===== src/rtl/dma_arm_pkg.sv =====
package dma_arm_pkg;
   localparam int REG_W    = 8;
   localparam int BSEL_W   = $clog2(REG_W);
   localparam int EN_BIT   = 7;
   localparam int PEND_BIT = 0;

   // one decoded CPU write as seen by a single channel
   typedef struct packed {
      logic hit;
      logic set_en;
      logic en_val;
      logic set_pend;
      logic pend_val;
   } chan_wr_t;
endpackage


===== src/rtl/dma_arm_wrdec.sv =====
module dma_arm_wrdec
   import dma_arm_pkg::*;
#(
   parameter int ADDR_W  = 4,
   parameter int MY_ADDR = 12
) (
   input  logic              wr_en,
   input  logic [ADDR_W-1:0] wr_addr,
   input  logic              wr_bitmode,
   input  logic [BSEL_W-1:0] wr_bitsel,
   input  logic              wr_bitval,
   input  logic [REG_W-1:0]  wr_data,
   output chan_wr_t          req
);
   always_comb begin
      req.hit = wr_en && (wr_addr == ADDR_W'(MY_ADDR));
      if (wr_bitmode) begin
         req.set_en   = (wr_bitsel == BSEL_W'(EN_BIT));
         req.en_val   = wr_bitval;
         req.set_pend = (wr_bitsel == BSEL_W'(PEND_BIT));
         req.pend_val = wr_bitval;
      end else begin
         req.set_en   = 1'b1;
         req.en_val   = wr_data[EN_BIT];
         req.set_pend = 1'b1;
         req.pend_val = wr_data[PEND_BIT];
      end
   end
endmodule


===== src/rtl/dma_arm_trigq.sv =====
module dma_arm_trigq #(
   parameter int SRC_W     = 3,
   parameter int TRIG_EDGE = 0
) (
   input  logic                  clk,
   input  logic                  rst_n,
   input  logic                  sw_trig,
   input  logic [(1<<SRC_W)-1:0] hw_trig,
   input  logic [SRC_W-1:0]      src_sel,
   output logic                  trig
);
   localparam int NSRC = 1 << SRC_W;

   generate
      if (TRIG_EDGE != 0) begin : g_edge
         logic [NSRC-1:0] hw_prev_q;
         logic [NSRC-1:0] hw_rise;
         always_ff @(posedge clk or negedge rst_n) begin
            if (!rst_n) hw_prev_q <= '0;
            else        hw_prev_q <= hw_trig;
         end
         assign hw_rise = hw_trig & ~hw_prev_q;
         assign trig    = sw_trig | hw_rise[src_sel];
      end else begin : g_level
         assign trig = sw_trig | hw_trig[src_sel];
      end
   endgenerate
endmodule


===== src/rtl/dma_arm_chan.sv =====
module dma_arm_chan
   import dma_arm_pkg::*;
(
   input  logic     clk,
   input  logic     rst_n,
   input  chan_wr_t req,
   input  logic     trig,
   input  logic     done,
   output logic     en,
   output logic     pend,
   output logic     start,
   output logic     abort,
   output logic     irq
);
   logic en_q, pend_q, busy_q, start_q, abort_q, irq_q;

   // enable flag: writable only while nothing is pending
   always_ff @(posedge clk or negedge rst_n) begin
      if (!rst_n)
         en_q <= 1'b0;
      else if (req.hit && req.set_en && !pend_q)
         en_q <= req.en_val;
   end

   // pending flag, transfer tracking and strobes
   always_ff @(posedge clk or negedge rst_n) begin
      if (!rst_n) begin
         pend_q  <= 1'b0;
         busy_q  <= 1'b0;
         start_q <= 1'b0;
         abort_q <= 1'b0;
         irq_q   <= 1'b0;
      end else begin
         start_q <= 1'b0;
         abort_q <= 1'b0;
         irq_q   <= 1'b0;
         if (busy_q && done) begin
            pend_q <= 1'b0;
            busy_q <= 1'b0;
            irq_q  <= 1'b1;
         end else if (req.hit && req.set_pend) begin
            pend_q <= req.pend_val;
            if (busy_q && !req.pend_val) begin
               busy_q  <= 1'b0;
               abort_q <= 1'b1;
            end
         end else if (en_q && pend_q && !busy_q && trig) begin
            busy_q  <= 1'b1;
            start_q <= 1'b1;
         end
      end
   end

   assign en    = en_q;
   assign pend  = pend_q;
   assign start = start_q;
   assign abort = abort_q;
   assign irq   = irq_q;
endmodule


===== src/rtl/dma_arm_ctrl.sv =====
module dma_arm_ctrl
   import dma_arm_pkg::*;
#(
   parameter int NCH       = 2,
   parameter int ADDR_W    = 4,
   parameter int BASE_ADDR = 12,
   parameter int SRC_W     = 3,
   parameter int TRIG_EDGE = 0
) (
   input  logic                  clk,
   input  logic                  rst_n,
   input  logic                  wr_en,
   input  logic [ADDR_W-1:0]     wr_addr,
   input  logic                  wr_bitmode,
   input  logic [BSEL_W-1:0]     wr_bitsel,
   input  logic                  wr_bitval,
   input  logic [REG_W-1:0]      wr_data,
   input  logic [ADDR_W-1:0]     rd_addr,
   output logic [REG_W-1:0]      rd_data,
   input  logic [NCH-1:0]        sw_trig,
   input  logic [(1<<SRC_W)-1:0] hw_trig,
   input  logic [NCH*SRC_W-1:0]  src_sel,
   output logic [NCH-1:0]        eng_start,
   output logic [NCH-1:0]        eng_abort,
   input  logic [NCH-1:0]        eng_done,
   output logic [NCH-1:0]        clk_en,
   output logic [NCH-1:0]        irq_done
);
   localparam int ADDR_SPAN = 1 << ADDR_W;

   generate
      if (NCH < 1 || BASE_ADDR + NCH > ADDR_SPAN) begin : g_bad_map
         $error("dma_arm_ctrl: channels do not fit the address space");
      end
      if (SRC_W < 1) begin : g_bad_src
         $error("dma_arm_ctrl: SRC_W must be at least 1");
      end
      if (TRIG_EDGE != 0 && TRIG_EDGE != 1) begin : g_bad_edge
         $error("dma_arm_ctrl: TRIG_EDGE must be 0 or 1");
      end
   endgenerate

   logic [NCH-1:0] en_vec;
   logic [NCH-1:0] pend_vec;

   generate
      for (genvar i = 0; i < NCH; i++) begin : g_ch
         chan_wr_t req;
         logic     trig;

         dma_arm_wrdec #(.ADDR_W(ADDR_W), .MY_ADDR(BASE_ADDR + i)) u_wrdec (
            .wr_en(wr_en), .wr_addr(wr_addr), .wr_bitmode(wr_bitmode),
            .wr_bitsel(wr_bitsel), .wr_bitval(wr_bitval), .wr_data(wr_data),
            .req(req)
         );

         dma_arm_trigq #(.SRC_W(SRC_W), .TRIG_EDGE(TRIG_EDGE)) u_trigq (
            .clk(clk), .rst_n(rst_n), .sw_trig(sw_trig[i]), .hw_trig(hw_trig),
            .src_sel(src_sel[i*SRC_W +: SRC_W]), .trig(trig)
         );

         dma_arm_chan u_chan (
            .clk(clk), .rst_n(rst_n), .req(req), .trig(trig), .done(eng_done[i]),
            .en(en_vec[i]), .pend(pend_vec[i]), .start(eng_start[i]),
            .abort(eng_abort[i]), .irq(irq_done[i])
         );
      end
   endgenerate

   assign clk_en = en_vec;

   always_comb begin
      rd_data = '0;
      for (int i = 0; i < NCH; i++) begin
         if (rd_addr == ADDR_W'(BASE_ADDR + i)) begin
            rd_data[EN_BIT]   = en_vec[i];
            rd_data[PEND_BIT] = pend_vec[i];
         end
      end
   end
endmodule


===== config.mk =====
export PLATFORM = sky130hd
export DESIGN_NAME = dma_arm_ctrl
export DESIGN_NICKNAME = d
export VERILOG_FILES = /design/src/rtl/dma_arm_pkg.sv /design/src/rtl/dma_arm_wrdec.sv /design/src/rtl/dma_arm_trigq.sv /design/src/rtl/dma_arm_chan.sv /design/src/rtl/dma_arm_ctrl.sv
export SDC_FILE = /design/constraint.sdc
export NUM_CORES = 1
export LEC_CHECK = 0
export ABC_AREA = 1
export BUFFER_PORTS_ARGS = -buffer_cell sky130_fd_sc_hd__buf_2
export CORE_MARGIN = 2
export CORE_UTILIZATION = 47
export CTS_BUF_LIST = sky130_fd_sc_hd__clkbuf_8
export DETAILED_ROUTE_END_ITERATION = 8
export GPL_TIMING_DRIVEN = 1
export PLACE_DENSITY = 0.91
export SYNTH_ARGS = -nofsm -noshare
export SYNTH_HDL_FRONTEND = slang
export SYNTH_SLANG_ARGS = --single-unit
export TNS_END_PERCENT = 30

===== constraint.sdc =====
create_clock -name clk -period 1.56 [get_ports clk]
set_input_delay 0.078 -clock clk [delete_from_list [all_inputs] [get_ports clk]]
set_output_delay 0.078 -clock clk [all_outputs]
set_load 0.03 [all_outputs]

==> flow_metrics.tcl, run 1 <==
set metrics [dict create \
    die_area_um2 2280 \
    p_leak_nw 0.690 \
    async_flop_share_pct 100 \
    core-area_um2 1760 \
    holdCritPathClass "input port to flop" \
    cts_buffers 3 \
    rsz0062_at_grt "no" \
    synth_xor_area_share_pct 0 \
    synth_commonest_cells "nand2_1, nand3_1, inv_1" \
    syn_area_um2 900 \
    routed-via-count 952 \
    cts_sinks 12 \
    p_int_mw 0.672 \
    postCtsSetupBuffers 0 \
    drive_gt1_share_pct 35.7 \
    dpl_cell_area_um2 1070 \
    irDropWorstVdd_mv 0.445 \
    drt-pass1-iter-count 4 \
    regArea_um2 300 \
    multi_input_area_um2 438 \
    seqPwrFrac_pct 38.4 \
    synthMuxAreaShare_pct 0 \
    power_mw 0.999 \
    clockBufferDepth 2 \
    final_max_slew_viol_count 0 \
    synthToLayoutAreaGrowth_pct 26.1 \
    h-tree-depth 1 \
    yosysUniqueCellTypes 20 \
    dp_cells 191 \
    fmax_mhz 922 \
    cts_tree "done" \
    synth-seq-cells 12 \
    status "finished, final reports clean" \
    synth-edff-count 0 \
    min_period_over_period_pct 69.5 \
    ant_nets 0 \
    critPathArrivalTime_ps 1010 \
    setup_ws_ps 475 \
    hold_viol 0 \
    fillCellCount 168 \
    hpwl_um 1640 \
    synth_top_area_share_pct 33.4 \
    finalCriticalPeriod_ps 1080 \
    cp-start-kind "flop" \
    grt_max_degree 13 \
    fin_skew_ps 0.224 \
    stdcell_area_um2 1130 \
    yosys_most_used_dff "dfrtp_1" \
    ios 58 \
    route.met2.wl_um 1050 \
    yosys.cell_count.top_type "nand2_1" \
    clk_pin_slew_ps 50 \
    drv_cap 0 \
    die_w_um 47.8 \
    avgSynthCellArea_um2 6.92 \
    clk_latency_ps 240 \
    final-instance-count-excl-fill 196 \
    viasPerCell 4.86 \
    syn_inst 130 \
    sw_frac_of_total_pct 32.7 \
    pre_cts_ws_ps 644 \
    drt_wl_total_um 1990 \
    routed-wl-met3_um 147 \
    die_h_um 47.8 \
    critPathCaptureType "output pin" \
    overflow 0 \
    root_buffer "clkbuf_8" \
    rows 15 \
    synthTopCellsByArea "dfrtp_1, nand2_1, buf_4" \
    cp_max_fo 4 \
    initial_core_util_pct 51.0 \
    synthSimpleGateAreaFrac_pct 40.2 \
    p_switching_mw 0.326 \
    antenna_found_initial 0 \
    synth_top_area_cell "dfrtp_1" \
    wire_per_inst_um 10.2 \
    drc 0 \
    fin_nets 214 \
    synth_top_family_by_area "simple AND/OR/NAND/NOR gates" \
    synth-seq-area-share_pct 33.4 \
    cp.required_ps 1480 \
    wl_met1_um 745 \
    port_buffers 45 \
    worstSetupPathType "flop to output pin" \
    diodes 0 \
    yosysWarnings 0 \
    setup_viol 0 \
    place_congestion 0.811 \
    drt_iter0_markers 13 \
    fin_setup_tns_ps 0 \
    synth_compound_area_share_pct 5.98 \
    grt_pass1_vias 812 \
    synthAdderAreaFrac_pct 0 \
    grt_pass1_wl_um 2930 \
    power.density_nw_per_um2 880 \
    p_comb_share_pct 27.1 \
    clkPwrFrac_pct 34.5 \
    highest_layer "met4" \
    grt.total_usage_pct 18.5 \
]
## logic make-up after synthesis
| group | count (synthesis) |
|---|---|
| flip-flops | 12 |
| other | 1 |
| AO/OA/AOI/OAI | 7 |
| buffers and inverters | 34 |
| AND/OR/NAND/NOR | 76 |
## repair_timing
action / CTS / global route
hold buffers: 1 / 0
gates resized for setup: 0 / 0
setup endpoints to repair: 0 / 0
hold endpoints to repair: 12 / 0
## worst paths after layout
kind | slack (ps) | cells after the start | start | to
min in group asynchronous | 250 | 2 | rst_n | g_ch[0].u_chan.irq
min reg2reg | 550 | 2 | g_ch[1].u_chan.busy_q | g_ch[1].u_chan.irq
max in group asynchronous | 1110 | 2 | rst_n | g_ch[0].u_chan.start
max reg2reg | 660 | 3 | g_ch[0].u_chan.busy_q | g_ch[0].u_chan.pend
max | 480 | 3 | g_ch[0].u_chan.pend | rd_data[0]
min | 30 | 2 | eng_done[0] | g_ch[0].u_chan.abort
## flip-flops by register name (all words and copies together), names as in the netlist
name / cells
g_ch.u_chan.irq: 2
g_ch.u_chan.busy_q: 2
g_ch.u_chan.en: 2
g_ch.u_chan.abort: 2
g_ch.u_chan.pend: 2
g_ch.u_chan.start: 2
## per-stage QoR
| step | hold WS, ps | util, % |
|---|---|---|
| 2_1_floorplan | -218 | - |
| 3_3_place_gp | -42.9 | 60.6 |
| 3_5_place_dp | -39.1 | 60.6 |
| 4_1_cts | 21.1 | 64.3 |
| 5_1_grt | 29.8 | 64.3 |
| 6_report | 26.7 | 64.3 |
## cells in the final DEF, fill, tap and decap left out, drive strengths merged
cell | Yosys | final
buf | 14 | 45
nand2 | 39 | 39
nand3 | 20 | 20
inv | 20 | 20
dfrtp | 12 | 12
nor2 | 11 | 11
conb | 1 | 6
nand3b | 4 | 4
clkbuf | 0 | 4
o21ai | 4 | 4
a21oi | 2 | 2
nor3 | 1 | 1
nand4 | 1 | 1
o31ai | 1 | 1
dlygate4sd3 | 0 | 1
## worst max-delay path, cell delays in order, from the launching register on
cell and delay [ps]:
dfrtp_1 410, nand3_1 100, nand2_1 70, buf_2 190
## final cells by class
class	count	share of cell area, %
multi-input cells	89	38.6
repair buffers	46	20.7
well taps	25	2.76
clock buffers	4	4.85
inverters	20	6.62
flip-flops and latches	12	26.5
## power by group through the flow
stage                     sequential, mW  combinational, mW  clock (mW)
final                              0.383              0.271       0.345
after global routing               0.388              0.300       0.353
after CTS                          0.383              0.271       0.342
after detailed placement           0.388              0.268           0
after global placement             0.387              0.257           0
after floorplan                    0.375              0.207           0
## routing by layer
layer | GRT usage [%] | up-vias
li1 | - | 470
met1 | 17.6 | 428
met2 | 36.5 | 48
met3 | 2.26 | 6
met4 | 11.4 | 0
met5 | 0 | -
Note: power is estimated with default switching activity, not from simulation.
==> run 2: changes to the inputs <==
- ABC_AREA: 1 -> 0
- CORE_UTILIZATION: 47 -> 42
- PLACE_DENSITY: 0.91 -> 0.85
- clock period: 1.56 -> 1.1 ns (I/O delays scaled with it)
==> flow_metrics.tcl, run 2 <==
set metrics [dict create \
    clk_pin_slew_ps 50 \
    power.density_nw_per_um2 1420 \
    drc 0 \
    fin_setup_tns_ps -185 \
    rsz0062_at_grt "yes" \
    die_w_um 48.3 \
    hold_end "g_ch[0].u_chan.irq" \
    final_common_cell "buf_2" \
    grt.total_usage_pct 19.3 \
    dp_cells 154 \
    synth-edff-count 0 \
    synthToLayoutAreaGrowth_pct 39.0 \
    ant_nets 0 \
    holdCritPathClass "input port to flop" \
    fin_nets 177 \
    syn_area_um2 825 \
    overflow 0 \
    mostFrequentLayoutCells "buf_2, dfrtp_1, buf_4" \
    drt_iter0_markers 21 \
    hold_start "eng_done[0]" \
    clockBufferDepth 2 \
    routed-via-count 785 \
    yosysUniqueCellTypes 30 \
    synthTopCellsByArea "dfrtp_1, buf_4, mux2i_1" \
    max_slew.worst_pin.slew_ps 626 \
    async_flop_share_pct 100 \
    violations "setup timing" \
    grt_pass1_vias 821 \
    antenna_found_initial 0 \
    hpwl_um 1560 \
    slew_headroom_pct 57.8 \
    finalCriticalPeriod_ps 1220 \
    pre_cts_ws_ps -227 \
    drive_gt1_share_pct 50.0 \
    yosys.cell_count.top_type "buf_4" \
    power_mw 1.62 \
    rrSetupSlack_ps 40 \
    synth-seq-area-share_pct 36.4 \
    clk_latency_ps 240 \
    setup_viol 2 \
    multi_input_area_um2 427 \
    status "finished, violations left" \
    port_buffers 45 \
    core-area_um2 1900 \
    root_buffer "clkbuf_8" \
    synth_top_area_share_pct 36.4 \
    cp.required_ps 1040 \
    yosys_most_used_dff "dfrtp_1" \
    cts_tree "done" \
    irDropWorstVdd_mv 0.587 \
    rows 16 \
    critPathArrivalTime_ps 1170 \
    die_area_um2 2330 \
    rr_startpoint "g_ch[0].u_chan.pend" \
    cp_max_fo 3 \
    final-instance-count-excl-fill 161 \
    drv_cap 0 \
    holdPathStages 2 \
    grt_pass1_wl_um 3520 \
    critPathCaptureType "output pin" \
    fin_skew_ps 0.723 \
    initial_core_util_pct 43.4 \
    avgSynthCellArea_um2 9.82 \
    syn_inst 84 \
    drt-pass1-iter-count 4 \
    synth_commonest_cells "buf_4, dfrtp_1, mux2i_1" \
    diodes 0 \
    min_period_over_period_pct 111 \
    synth-seq-cells 12 \
    fmax_mhz 819 \
    die_h_um 48.3 \
    r2r_cells 4 \
    p_leak_nw 0.624 \
    regArea_um2 300 \
    ios 58 \
    hold_viol 0 \
    cts_buffers 3 \
    synth_top_area_cell "dfrtp_1" \
    viasPerCell 4.88 \
    place_congestion 0.784 \
    cp-start-kind "flop" \
    h-tree-depth 1 \
    r2r-end "g_ch[0].u_chan.en" \
    worstSetupPathType "flop to output pin" \
    drt_wl_total_um 1960 \
    fillCellCount 162 \
    final_max_slew_viol_count 0 \
    yosysWarnings 0 \
    setup_ws_ps -122 \
    wire_per_inst_um 12.2 \
    cts_sinks 12 \
    grt_max_degree 13 \
]
## run 2: through the flow
step | cell area, um2 | hold slack [ps] | util, %
6_report | 1150 | 90.2 | 60.3
5_1_grt | 1150 | 106 | 60.3
4_1_cts | 1130 | 86.6 | 59.7
3_5_place_dp | 1050 | -60.0 | 55.0
3_3_place_gp | 1050 | -63.0 | 55.0
2_1_floorplan | 843 | -241 | -
## run 2: critical path, stage by stage, from the launching register on
cell and delay, ps:
dfrtp_1 400, buf_6 130, mux2i_2 160, nor2_1 70
buf_4 170
## run 2: power by group
group          internal, mW  leakage [nW]  switching (mW)
clock network         0.316        0.0288           0.157
logic                 0.282         0.433           0.289
registers             0.520         0.163          0.0613
## run 2: how the worst max path moves through the flow
| stage | to | from |
|---|---|---|
| 2_1_floorplan | g_ch[1].u_chan.busy_q | src_sel[4] |
| 3_3_place_gp | g_ch[1].u_chan.busy_q | src_sel[4] |
| 3_5_place_dp | g_ch[1].u_chan.busy_q | src_sel[4] |
| 4_1_cts | rd_data[0] | g_ch[0].u_chan.pend |
| 5_1_grt | rd_data[0] | g_ch[0].u_chan.pend |
| 6_report | rd_data[0] | g_ch[0].u_chan.pend |
## run 2: kinds of logic (layout without fill, tap and decap cells)
group	count (synthesis)	count (layout)	synth area share [%]
and+or+nand+nor	30	30	20.5
buffers and inverters	18	63	15.5
other	1	6	0.455
muxes	11	11	16.7
AOI/OAI and AO/OA	12	12	10.5
DFF	12	12	36.4
## run 2: cell type report
| cell class | count | area share [%] |
|---|---|---|
| clock buffer | 4 | 4.80 |
| timing repair buffer | 56 | 27.8 |
| inverter | 3 | 0.983 |
| sequential | 12 | 26.2 |
| tap | 27 | 2.95 |
| multi-input combinational | 59 | 37.2 |
## run 2: repair_timing
action                                  in CTS  in global routing
gates cloned                                 0                  0
pin swaps                                    1                  2
resized for setup                            3                  3
buffers inserted                             2                  0
endpoints found under the setup margin       2                  5
hold endpoints to repair                    12                  0
hold buffers                                 1                  0
## run 2: per-layer routing
metal | vias up | global-route usage (%) | part of all wire (%)
li1 | 384 | - | -
met1 | 371 | 21.5 | 39
met2 | 26 | 36.1 | 56
met3 | 4 | 0.926 | 3.3
met4 | 0 | 11.9 | 1.5
met5 | - | 0 | 0
==> run 3: changes to the inputs <==
- CORE_UTILIZATION: 42 -> 40
- CTS_BUF_LIST: sky130_fd_sc_hd__clkbuf_8 -> unset
- PLACE_DENSITY: 0.85 -> 0.81
==> flow_metrics.tcl, run 3 (synthesized netlist as in run 2, its figures left out) <==
set metrics [dict create \
    grt_max_degree 13 \
    clk_pin_slew_ps 80 \
    rows 16 \
    place_congestion 0.820 \
    critPathArrivalTime_ps 1140 \
    p_comb_share_pct 37.0 \
    r2r_cells 4 \
    grt.total_usage_pct 18.0 \
    cp.required_ps 1040 \
    drt_wl_total_um 1940 \
    drc 0 \
    rr_startpoint "g_ch[0].u_chan.pend" \
    max_slew.worst_pin.slew_ps 598 \
    critPathCaptureType "output pin" \
    antenna_found_initial 0 \
    pre_cts_ws_ps -227 \
    post-route-util_pct 57.4 \
    clockBufferDepth 2 \
    port_buffers 45 \
    irDropWorstVdd_mv 0.725 \
    finalCriticalPeriod_ps 1190 \
    worstSetupPathType "flop to output pin" \
    violations "setup timing" \
    drt_iter0_markers 7 \
    grt_use_met2_pct 33.1 \
    top_usage_layer "met2" \
    h-tree-depth 1 \
    ant_nets 0 \
    ios 58 \
    final_max_slew_viol_count 0 \
    holdPathStages 2 \
    overflow 0 \
    drive_gt1_share_pct 49.6 \
    final-instance-count-excl-fill 160 \
    power.density_nw_per_um2 1300 \
    holdCritPathClass "input port to flop" \
    rrSetupSlack_ps 10 \
    setup_viol 2 \
    slew_headroom_pct 59.7 \
    p_switching_mw 0.487 \
    fillCellCount 190 \
    fmax_mhz 839 \
    rsz0062_at_grt "yes" \
    fin_skew_ps 4.09 \
    diodes 0 \
    fin_setup_tns_ps -170 \
    cts_sinks 12 \
    p_leak_nw 0.616 \
    r2r-end "g_ch[0].u_chan.en" \
    wire_per_inst_um 12.1 \
    min_period_over_period_pct 108 \
    die_h_um 49.4 \
    grt_pass1_vias 773 \
    drt-pass1-iter-count 4 \
    use_met3_pct 3.07 \
    die_area_um2 2440 \
    p_int_mw 0.981 \
    mostFrequentLayoutCells "buf_2, dfrtp_1, buf_4" \
    hold_viol 0 \
    dp_cells 154 \
    clk_latency_ps 270 \
    cp_max_fo 3 \
    initial_core_util_pct 42.0 \
    grtUsageMet1_pct 18.3 \
    die_w_um 49.4 \
    final_common_cell "buf_2" \
    sw_frac_of_total_pct 33.2 \
    fin_nets 176 \
    grt_pass1_wl_um 3280 \
    hold_start "eng_done[1]" \
    cp-start-kind "flop" \
    synthToLayoutAreaGrowth_pct 36.6 \
    viasPerCell 4.82 \
    cts_tree "done" \
    stdcell_area_um2 1130 \
    hpwl_um 1590 \
    root_buffer "clkbuf_4" \
    routed-via-count 771 \
    hold_end "g_ch[1].u_chan.irq" \
    dpl_cell_area_um2 1050 \
    drv_cap 0 \
    clkPwrFrac_pct 23.6 \
    cts_buffers 3 \
    setup_ws_ps -92.2 \
    status "finished, violations left" \
    core-area_um2 1960 \
    seqPwrFrac_pct 39.5 \
]
[run 3: area by class of cell]
| class | instances | area, um2 | share of cell area (%) |
|---|---|---|---|
| clock buffers | 4 | 36.3 | 3.22 |
| flip-flops and latches | 12 | 300 | 26.7 |
| well taps | 27 | 33.8 | 3.00 |
| multi-input cells | 59 | 429 | 38.1 |
| repair buffers | 55 | 315 | 28.0 |
| inverters | 3 | 11.3 | 1.00 |
[run 3: per-layer routing]
layer  share of wire, %  wire length [um]
met5                  0                 0
met4                2.6                50
met3                5.0                97
met2                 56              1090
met1                 36               700
[run 3: power groups by stage]
stage	Sequential, mW	Combinational (mW)	Clock [mW]
after floorplan	0.571	0.339	0
final	0.579	0.543	0.346
after global placement	0.574	0.469	0
after detailed placement	0.582	0.482	0
after CTS	0.575	0.535	0.350
after global routing	0.587	0.588	0.381
[run 3: critical path, cell delays in order (launching register included)]
cell and delay (ps):
dfrtp_1 410, buf_6 130, mux2i_1 120, nor2_1 60, buf_4 160
[run 3: how the worst max path moves through the flow]
stage / from / slack (ps) / to
after floorplan: src_sel[4] / -70 / g_ch[1].u_chan.busy_q
after global placement: src_sel[4] / -210 / g_ch[1].u_chan.busy_q
after detailed placement: src_sel[4] / -230 / g_ch[1].u_chan.busy_q
after CTS: g_ch[0].u_chan.pend / -90 / rd_data[0]
after global routing: g_ch[0].u_chan.en / -160 / rd_data[7]
final: g_ch[0].u_chan.pend / -90 / rd_data[0]
[run 3: metrics by stage]
stage | hold slack [ps] | power (mW)
global placement | -64.3 | 1.04
finish | 43.6 | 1.47
floorplan | -241 | 0.911
detailed placement | -62.4 | 1.06
CTS | 44.9 | 1.46
global route | 37.7 | 1.56
[run 3: repair_timing]
item                                    CTS  global route
gates cloned                              0             0
resized for setup                         5             2
endpoints found under the setup margin    3             5
setup buffers                             1             0
hold endpoints to repair                 12             0
pin swaps                                 0             3
hold buffers                              1             0
